[config.mk]
export PLATFORM = sky130hd
export DESIGN_NAME = fp_examine_seq
export DESIGN_NICKNAME = d
export VERILOG_FILES = /design/src/rtl/fp_pkg.sv /design/src/rtl/fp_debounce.sv /design/src/rtl/fp_busclk.sv /design/src/rtl/fp_inject.sv /design/src/rtl/fp_examine_seq.sv
export SDC_FILE = /design/constraint.sdc
export NUM_CORES = 1
export LEC_CHECK = 0
export BUFFER_PORTS_ARGS = -buffer_cell sky130_fd_sc_hd__buf_2
export CORE_MARGIN = 3
export CORE_UTILIZATION = 39
export DETAILED_ROUTE_END_ITERATION = 6
export REMOVE_ABC_BUFFERS = 1
export SLEW_MARGIN = 30
export SYNTH_ARGS = -nofsm -noshare
export SYNTH_HDL_FRONTEND = slang
export SYNTH_SLANG_ARGS = --single-unit
[constraint.sdc]
create_clock -name clk_i -period 2.37 [get_ports clk_i]
set_input_delay 0.474 -clock clk_i [delete_from_list [all_inputs] [get_ports clk_i]]
set_output_delay 0.474 -clock clk_i [all_outputs]
set_load 0.03 [all_outputs]
[src/rtl/fp_pkg.sv]
package fp_pkg;
  localparam int NBTN      = 9;
  localparam int BTN_STOP  = 0;
  localparam int BTN_RUN   = 1;
  localparam int BTN_STEP  = 2;
  localparam int BTN_EXAM  = 3;
  localparam int BTN_EXAMN = 4;
  localparam int BTN_DEP   = 5;
  localparam int BTN_DEPN  = 6;
  localparam int BTN_RST   = 7;
  localparam int BTN_CLR   = 8;

  localparam logic [7:0] JMP_OPCODE = 8'hC3;

  typedef enum logic [1:0] {
    SQ_IDLE = 2'd0,
    SQ_REQ  = 2'd1,
    SQ_BYTE = 2'd2
  } seq_state_e;
endpackage

[src/rtl/fp_debounce.sv]
module fp_debounce #(
  parameter int DEB_CYCLES = 1250000
) (
  input  logic clk_i,
  input  logic rst_ni,
  input  logic raw_i,
  output logic press_o
);
  localparam int CW = $clog2(DEB_CYCLES + 1);

  logic [1:0]    sync_q;
  logic          stable_q;
  logic [CW-1:0] cnt_q;
  logic          press_q;
  logic          settle;

  assign settle = (cnt_q == CW'(DEB_CYCLES - 1));

  always_ff @(posedge clk_i or negedge rst_ni) begin
    if (!rst_ni) begin
      sync_q   <= '0;
      stable_q <= 1'b0;
      cnt_q    <= '0;
      press_q  <= 1'b0;
    end else begin
      sync_q  <= {sync_q[0], raw_i};
      press_q <= 1'b0;
      if (sync_q[1] == stable_q) begin
        cnt_q <= '0;
      end else if (settle) begin
        stable_q <= sync_q[1];
        cnt_q    <= '0;
        press_q  <= sync_q[1];
      end else begin
        cnt_q <= cnt_q + 1'b1;
      end
    end
  end

  assign press_o = press_q;

  // a press yields a single-cycle event
  assert_single_pulse_R12: assert property (@(posedge clk_i) disable iff (!rst_ni)
    press_o |=> !press_o);
endmodule

[src/rtl/fp_busclk.sv]
module fp_busclk #(
  parameter int HALF = 62
) (
  input  logic clk_i,
  input  logic rst_ni,
  input  logic run_en_i,
  input  logic step_i,
  output logic clk_o
);
  localparam int CW = (HALF > 1) ? $clog2(HALF) : 1;

  logic          clk_q;
  logic          pend_q;
  logic [CW-1:0] cnt_q;
  logic          wrap;

  assign wrap = (cnt_q == CW'(HALF - 1));

  always_ff @(posedge clk_i or negedge rst_ni) begin
    if (!rst_ni) begin
      clk_q  <= 1'b0;
      pend_q <= 1'b0;
      cnt_q  <= '0;
    end else begin
      if (step_i && !run_en_i) pend_q <= 1'b1;
      if (clk_q || run_en_i) begin
        if (wrap) begin
          cnt_q <= '0;
          clk_q <= !clk_q;
          if (!clk_q) pend_q <= 1'b0;
        end else begin
          cnt_q <= cnt_q + 1'b1;
        end
      end else if (pend_q) begin
        clk_q  <= 1'b1;
        cnt_q  <= '0;
        pend_q <= 1'b0;
      end else begin
        cnt_q <= '0;
      end
    end
  end

  assign clk_o = clk_q;

  // a high phase always ends after a full count
  assert_half_phase_R1: assert property (@(posedge clk_i) disable iff (!rst_ni)
    $fell(clk_o) |-> ($past(cnt_q) == CW'(HALF - 1)));
  // in step mode a rising edge needs a pending step request
  assert_step_one_edge_R3: assert property (@(posedge clk_i) disable iff (!rst_ni)
    ($rose(clk_o) && !$past(run_en_i)) |-> $past(pend_q));
endmodule

[src/rtl/fp_inject.sv]
module fp_inject
  import fp_pkg::*;
(
  input  logic        clk_i,
  input  logic        rst_ni,
  input  logic        abort_i,
  input  logic        start_exam_i,
  input  logic        start_next_i,
  input  logic [15:0] sw_addr_i,
  input  logic        sinta_i,
  input  logic        pdbin_i,
  output logic        pint_no,
  output logic [7:0]  dbus_o,
  output logic        dbus_oe_o,
  output logic        busy_o
);
  seq_state_e  st_q;
  logic [1:0]  idx_q;
  logic [15:0] tgt_q;
  logic [15:0] last_q;
  logic        oe_q;
  logic        ack;
  logic [7:0]  byte_sel;

  assign ack = sinta_i && pdbin_i;

  always_comb begin
    unique case (idx_q)
      2'd0:    byte_sel = JMP_OPCODE;
      2'd1:    byte_sel = tgt_q[7:0];
      default: byte_sel = tgt_q[15:8];
    endcase
  end

  always_ff @(posedge clk_i or negedge rst_ni) begin
    if (!rst_ni) begin
      st_q   <= SQ_IDLE;
      idx_q  <= '0;
      tgt_q  <= '0;
      last_q <= '0;
      oe_q   <= 1'b0;
    end else if (abort_i) begin
      st_q  <= SQ_IDLE;
      idx_q <= '0;
      oe_q  <= 1'b0;
    end else begin
      unique case (st_q)
        SQ_IDLE: begin
          oe_q  <= 1'b0;
          idx_q <= '0;
          if (start_exam_i) begin
            tgt_q <= sw_addr_i;
            st_q  <= SQ_REQ;
          end else if (start_next_i) begin
            tgt_q <= last_q + 16'd1;
            st_q  <= SQ_REQ;
          end
        end
        SQ_REQ: begin
          if (ack) begin
            oe_q <= 1'b1;
            st_q <= SQ_BYTE;
          end
        end
        default: begin
          oe_q <= ack;
          if (oe_q && !ack) begin
            if (idx_q == 2'd2) begin
              st_q   <= SQ_IDLE;
              last_q <= tgt_q;
              idx_q  <= '0;
            end else begin
              idx_q <= idx_q + 2'd1;
            end
          end
        end
      endcase
    end
  end

  assign pint_no   = (st_q != SQ_REQ);
  assign dbus_oe_o = oe_q;
  assign dbus_o    = oe_q ? byte_sel : 8'h00;
  assign busy_o    = (st_q != SQ_IDLE);

  // drive released within one cycle of the read strobe falling
  assert_oe_release_R7: assert property (@(posedge clk_i) disable iff (!rst_ni)
    $past(!pdbin_i) |-> !dbus_oe_o);
  // drive only follows a cycle with both strobes high
  assert_drive_after_ack_R6: assert property (@(posedge clk_i) disable iff (!rst_ni)
    dbus_oe_o |-> $past(sinta_i && pdbin_i));
  // target frozen while a sequence runs
  assert_target_frozen_R9: assert property (@(posedge clk_i) disable iff (!rst_ni)
    ($past(busy_o) && busy_o) |-> $stable(tgt_q));
endmodule

[src/rtl/fp_examine_seq.sv]
module fp_examine_seq
  import fp_pkg::*;
#(
  parameter int CLK_HZ       = 250000000,
  parameter int BUS_HZ       = 2000000,
  parameter int DEB_CYCLES   = 1250000,
  parameter int RESET_CYCLES = 16
) (
  input  logic             clk_i,
  input  logic             rst_ni,
  input  logic [15:0]      sw_i,
  input  logic [NBTN-1:0]  btn_i,
  input  logic [15:0]      bus_addr_i,
  input  logic [7:0]       bus_data_i,
  input  logic             sinta_i,
  input  logic             pdbin_i,
  output logic             bus_clk_o,
  output logic             sstep_o,
  output logic             pint_no,
  output logic             preset_no,
  output logic [7:0]       dbus_o,
  output logic             dbus_oe_o,
  output logic [15:0]      lamp_addr_o,
  output logic [7:0]       lamp_data_o,
  output logic             dep_o,
  output logic             dep_next_o,
  output logic             clr_o
);
  localparam int HALF = CLK_HZ / (2 * BUS_HZ);
  localparam int RCW  = $clog2(RESET_CYCLES + 1);

  logic [NBTN-1:0] press;
  logic            run_q;
  logic [RCW-1:0]  rst_cnt_q;
  logic            busy;
  logic            abort;

  for (genvar b = 0; b < NBTN; b++) begin : g_btn
    fp_debounce #(.DEB_CYCLES(DEB_CYCLES)) u_deb (
      .clk_i   (clk_i),
      .rst_ni  (rst_ni),
      .raw_i   (btn_i[b]),
      .press_o (press[b])
    );
  end

  always_ff @(posedge clk_i or negedge rst_ni) begin
    if (!rst_ni) begin
      run_q     <= 1'b0;
      rst_cnt_q <= '0;
    end else begin
      if (press[BTN_STOP])     run_q <= 1'b0;
      else if (press[BTN_RUN]) run_q <= 1'b1;
      if (press[BTN_RST])          rst_cnt_q <= RCW'(RESET_CYCLES);
      else if (rst_cnt_q != '0)    rst_cnt_q <= rst_cnt_q - 1'b1;
    end
  end

  assign preset_no = (rst_cnt_q == '0);
  assign abort     = press[BTN_RST] || (rst_cnt_q != '0);

  fp_busclk #(.HALF(HALF)) u_clk (
    .clk_i    (clk_i),
    .rst_ni   (rst_ni),
    .run_en_i (run_q || busy),
    .step_i   (press[BTN_STEP]),
    .clk_o    (bus_clk_o)
  );

  fp_inject u_inj (
    .clk_i        (clk_i),
    .rst_ni       (rst_ni),
    .abort_i      (abort),
    .start_exam_i (press[BTN_EXAM]),
    .start_next_i (press[BTN_EXAMN]),
    .sw_addr_i    (sw_i),
    .sinta_i      (sinta_i),
    .pdbin_i      (pdbin_i),
    .pint_no      (pint_no),
    .dbus_o       (dbus_o),
    .dbus_oe_o    (dbus_oe_o),
    .busy_o       (busy)
  );

  assign sstep_o     = !run_q;
  assign lamp_addr_o = (run_q && !busy) ? bus_addr_i : sw_i;
  assign lamp_data_o = (run_q && !busy) ? bus_data_i : sw_i[7:0];
  assign dep_o       = press[BTN_DEP];
  assign dep_next_o  = press[BTN_DEPN];
  assign clr_o       = press[BTN_CLR];

  logic [RCW:0] low_len_q;
  always_ff @(posedge clk_i or negedge rst_ni) begin
    if (!rst_ni) low_len_q <= '0;
    else if (preset_no) low_len_q <= '0;
    else if (low_len_q != {(RCW+1){1'b1}}) low_len_q <= low_len_q + 1'b1;
  end

  // reset pulse lasts its full length
  assert_reset_len_R11: assert property (@(posedge clk_i) disable iff (!rst_ni)
    $rose(preset_no) |-> ($past(low_len_q) >= (RCW+1)'(RESET_CYCLES - 1)));
  // no interrupt request or drive while reset is held
  assert_reset_quiet_R11: assert property (@(posedge clk_i) disable iff (!rst_ni)
    !preset_no |-> (pint_no && !dbus_oe_o));
  // lamps show switches while a sequence is active
  assert_lamp_sw_R10: assert property (@(posedge clk_i) disable iff (!rst_ni)
    !pint_no |-> (lamp_addr_o == sw_i));
endmodule

==> metrics list <==
- The flow ran to the end, and the final reports show no timing, DRC or antenna violations.
- Count of final hold-check violations: 0
- Worst vdd rail ir drop: 0.6245 mV
- Synthesis-to-finish area growth: 20.02%
- After detailed routing, the average wire length per cell comes to 13.69 microns.
* Overall power of the completed layout: 11.48 mW
- Weighted congestion reported at the end of routability-driven placement: 0.7818
- Path category of the worst min-delay check: primary input to flip-flop
- Setup violations remaining at the end of the flow were counted as 0.
- The clock arrives with 0.01365 ns of skew.
- Maximum count of clock buffers along a single path: 3
- Initial DRT Pass Iterations: 6
* Worst Setup Start Kind: flip-flop
- Entering global routing, the biggest net connects 68 pins.
- Post-synth top flop: sky130_fd_sc_hd__dfrtp_1
* Slew headroom: 59.60%
* I/O pins: 93
- Number of global-route vias before repair: 9615
* Final-layout fill cell count: 3056
* Cell-by-cell trace of the critical path: inv_1 > ha_2 > or4b_4 > inv_4 > buf_6
- Post-synthesis cell type count: 49
- In the routed design, unresolved DRC markers number 0.
* CTS Buf Count: 31
* Remaining antenna violation count: 0
- Power spread over the standard cell area amounts to 728.2 nW/um^2.
* Overall global routing resource usage: 14.80%
- Wires add up to 26730 microns.
* Vertical die dimension: 189.5 microns
* Footprint of the multi-input gates: 6021 sq um
- Sink count of the clock tree: 276
* Post-Syn Instances: 1339
- Row generation in the floorplan step produced 66 rows.
- A synthesized cell averages 9.812 sq um.
- The synthesized design contains 276 register bits.
- Clock transition at the registers of the reported paths: 0.06 ns
- On the worst path, the slowest cell contributes a delay of 0.48 ns.
- Leakage component of the power: 7.003 nW
- The final critical path takes up 99.25% of the cycle.
* CP required: 1.90 ns
* Floorplan die area: 35920 sq um
* Root buffer cell: sky130_fd_sc_hd__clkbuf_16
- Across the run, the number of max-cap violations was 0.
- Sequential cell area: 6909 sq um
- In this run the horizontal extent of the chip is 189.5 microns.
- Data arrives at the worst endpoint at 1.88 ns.
- CTS tree: yes
- Worst setup EP type: primary output
- Final Max Slew Viols: 0
* Core Box Area: 32870 sq um
- Ratio of cells with drive above 1 in the final layout: 16.16%
* Antenna violations before repair: 0
- Sum of overflow across all layers after global routing: 0
- Critical path's slowest cell: sky130_fd_sc_hd__or4b_4
- Count of routing violations after the opening detailed-route iteration: 479
- Fraction of registers with async set/reset: 100.0%
- Worst Path Class, Setup: flip-flop to primary output
- Diodes inserted: 0
* RSZ-0062 raised after global routing: true
- Final HPWL from detailed placement: 18020 microns
* Worst hold-check slack: 0.03302 ns
* Share of the yosys chip area belonging to registers: 52.57%
- For this run, the top clock speed supported by timing is 0.4251 GHz.
* Average vias per placed instance: 4.976
* Least-Margin Pin Slew: 0.6038 ns
- For this configuration, the core starts out at a cell density of 39.97%.
- Net total in the final layout: 1551
- CTS built an H-tree with a depth of 1.
- In this run the worst path has a maximum fanout of 3.
- Final critical path time including I/O delays and setup: 2.352 ns
- Total number of yosys warnings: 0
- Clock latency on the worst-skew pair, taken at its later pin, is 0.55 ns.
- The first global-routing pass estimated 45750 microns of wire.
* Area of all placed cells without fillers: 15770 sq um
* Number of enable-type register cells in the synthesized netlist: 0
- Summing over every cut layer, the via total after detailed routing is 9713.
- In this run the tool buffered the top-level ports with 92 buffer cells.
* Mapped cell area: 13140 sq um
- Placement Cell Area: 14300 sq um
==> worst max-delay path: cells and delay by family, from the launching register on <==
family | cells | cell delay (ns)
buffers and inverters | 3 | 0.28
and+or+nand+nor | 1 | 0.48
adders and majority gates | 1 | 0.16
DFF | 1 | 0.40
==> where the power goes <==
part | internal, mW | switching [mW]
Sequential | 4.91 | 0.212
Combinational | 0.480 | 0.664
Clock | 3.26 | 1.95
Total | 8.65 | 2.83
==> kinds of logic (layout without fill, tap and decap cells) <==
group	after synthesis	after routing	share of synthesized area (%)
compound gates	57	57	2.733
flops	276	276	52.57
fa+ha+maj	13	13	1.238
mux	32	32	2.752
simple gates	702	702	25.69
buf+inv	62	233	1.886
xor+xnor	197	197	13.13
==> metal layers <==
layer	track usage (%)	up-vias	share of wire (%)
met5	0	-	0
met4	3.384	0	1.6
met3	2.174	32	4.4
met2	24.69	154	46
met1	20.56	4721	48
li1	-	4806	-
==> Yosys cell counts, types with 6 or more instances <==
cell | count | area (sq um)
sky130_fd_sc_hd__dfrtp_1 | 276 | 6907
sky130_fd_sc_hd__nor2_1 | 253 | 949.7
sky130_fd_sc_hd__nand2_1 | 167 | 626.9
sky130_fd_sc_hd__xnor2_1 | 108 | 945.9
sky130_fd_sc_hd__xor2_1 | 89 | 779.5
sky130_fd_sc_hd__nand3_1 | 59 | 295.3
sky130_fd_sc_hd__nand4_1 | 48 | 300.3
sky130_fd_sc_hd__and3_1 | 43 | 269.0
sky130_fd_sc_hd__nor3_1 | 32 | 160.2
sky130_fd_sc_hd__inv_1 | 29 | 108.9
sky130_fd_sc_hd__mux2_2 | 29 | 326.6
sky130_fd_sc_hd__clkbuf_1 | 27 | 101.4
sky130_fd_sc_hd__o21ai_0 | 22 | 110.1
sky130_fd_sc_hd__and4_1 | 19 | 166.4
sky130_fd_sc_hd__nor3b_1 | 15 | 112.6
sky130_fd_sc_hd__nor4_1 | 14 | 87.58
sky130_fd_sc_hd__ha_1 | 13 | 162.7
sky130_fd_sc_hd__and2_1 | 12 | 75.07
sky130_fd_sc_hd__nor4b_1 | 11 | 96.34
sky130_fd_sc_hd__a21oi_1 | 10 | 50.05
sky130_fd_sc_hd__a32oi_1 | 6 | 52.55
==> final timing paths <==
| path | startpoint | endpoint | slack [ns] | cells after the start |
|---|---|---|---|---|
| min | btn_i[5] | g_btn[5].u_deb.sync_q[0]$_DFF_PN0_ | 0.03 | 1 |
| max reg2reg | rst_cnt_q[1]$_DFFE_PN0P_ | u_inj.tgt_q[14]$_DFFE_PN0P_ | 0.09 | 8 |
| min reg2reg | g_btn[7].u_deb.sync_q[0]$_DFF_PN0_ | g_btn[7].u_deb.sync_q[1]$_DFF_PN0_ | 0.35 | 0 |
| max | rst_cnt_q[1]$_DFFE_PN0P_ | preset_no | 0.02 | 5 |
| max in group asynchronous | rst_ni | u_inj.last_q[14]$_DFFE_PN0P_ | 1.18 | 3 |
| min in group asynchronous | rst_ni | g_btn[1].u_deb.cnt_q[10]$_DFF_PN0_ | 0.43 | 2 |
==> sequential cells by signal, summed over array words and instances (netlist names), 2 cells and up <==
| register | count |
|---|---|
| g_btn.u_deb.press_o | 9 |
| g_btn.u_deb.sync_q | 18 |
| u_inj.last_q | 16 |
| g_btn.u_deb.stable_q | 9 |
| u_clk.cnt_q | 6 |
| u_inj.tgt_q | 16 |
| rst_cnt_q | 5 |
| u_inj.idx_q | 2 |
| g_btn.u_deb.cnt_q | 189 |
| u_inj.st_q | 2 |
==> timing repair <==
item,in CTS,in global routing
hold buffers,7,0
gates cloned,0,3
pin swaps,1,1
buffers inserted,4,10
gates resized for setup,12,59
endpoints found under the hold margin,62,0
endpoints found under the setup margin,25,31
==> per-stage QoR <==
step / cells / worst slack [ns] / TNS [ns] / util [%]
CTS: 1939 / -0.01638 / -0.01638 / 47.37
finish: 1952 / 0.01766 / 0 / 47.97
global placement: 1870 / 0.1444 / 0 / 43.52
floorplan: 1306 / -0.2435 / -8.204 / -
detailed placement: 1870 / 0.07650 / 0 / 43.52
global route: 1952 / -0.06168 / -1.127 / 47.97
==> layout make-up <==
cell class | instances | area share [%]
Inverter | 29 | 0.7062
Sequential cell | 276 | 43.82
Timing Repair Buffer | 146 | 6.562
Tap cell | 442 | 3.507
Clock inverter | 23 | 2.016
Multi-Input combinational cell | 1001 | 38.18
Clock buffer | 35 | 5.206
==> layout by cell type (no fill, tap or decap), drive strengths merged, types with 7 or more instances in the layout <==
cell and n:
nor3 32, xnor2 108, nor4b 11, dfrtp 276, and3 43, and4 19, o21ai 25, mux2 30
xor2 89, nor3b 15, dlygate4sd3 7, inv 31, and2 13, nand3 59, nor4 15, nor2 254
a21oi 10, nand2 167, clkinv 9, ha 13, nand4 48, clkbuf 37, buf 137, bufinv 7
Power figures use the tool's default switching activity.
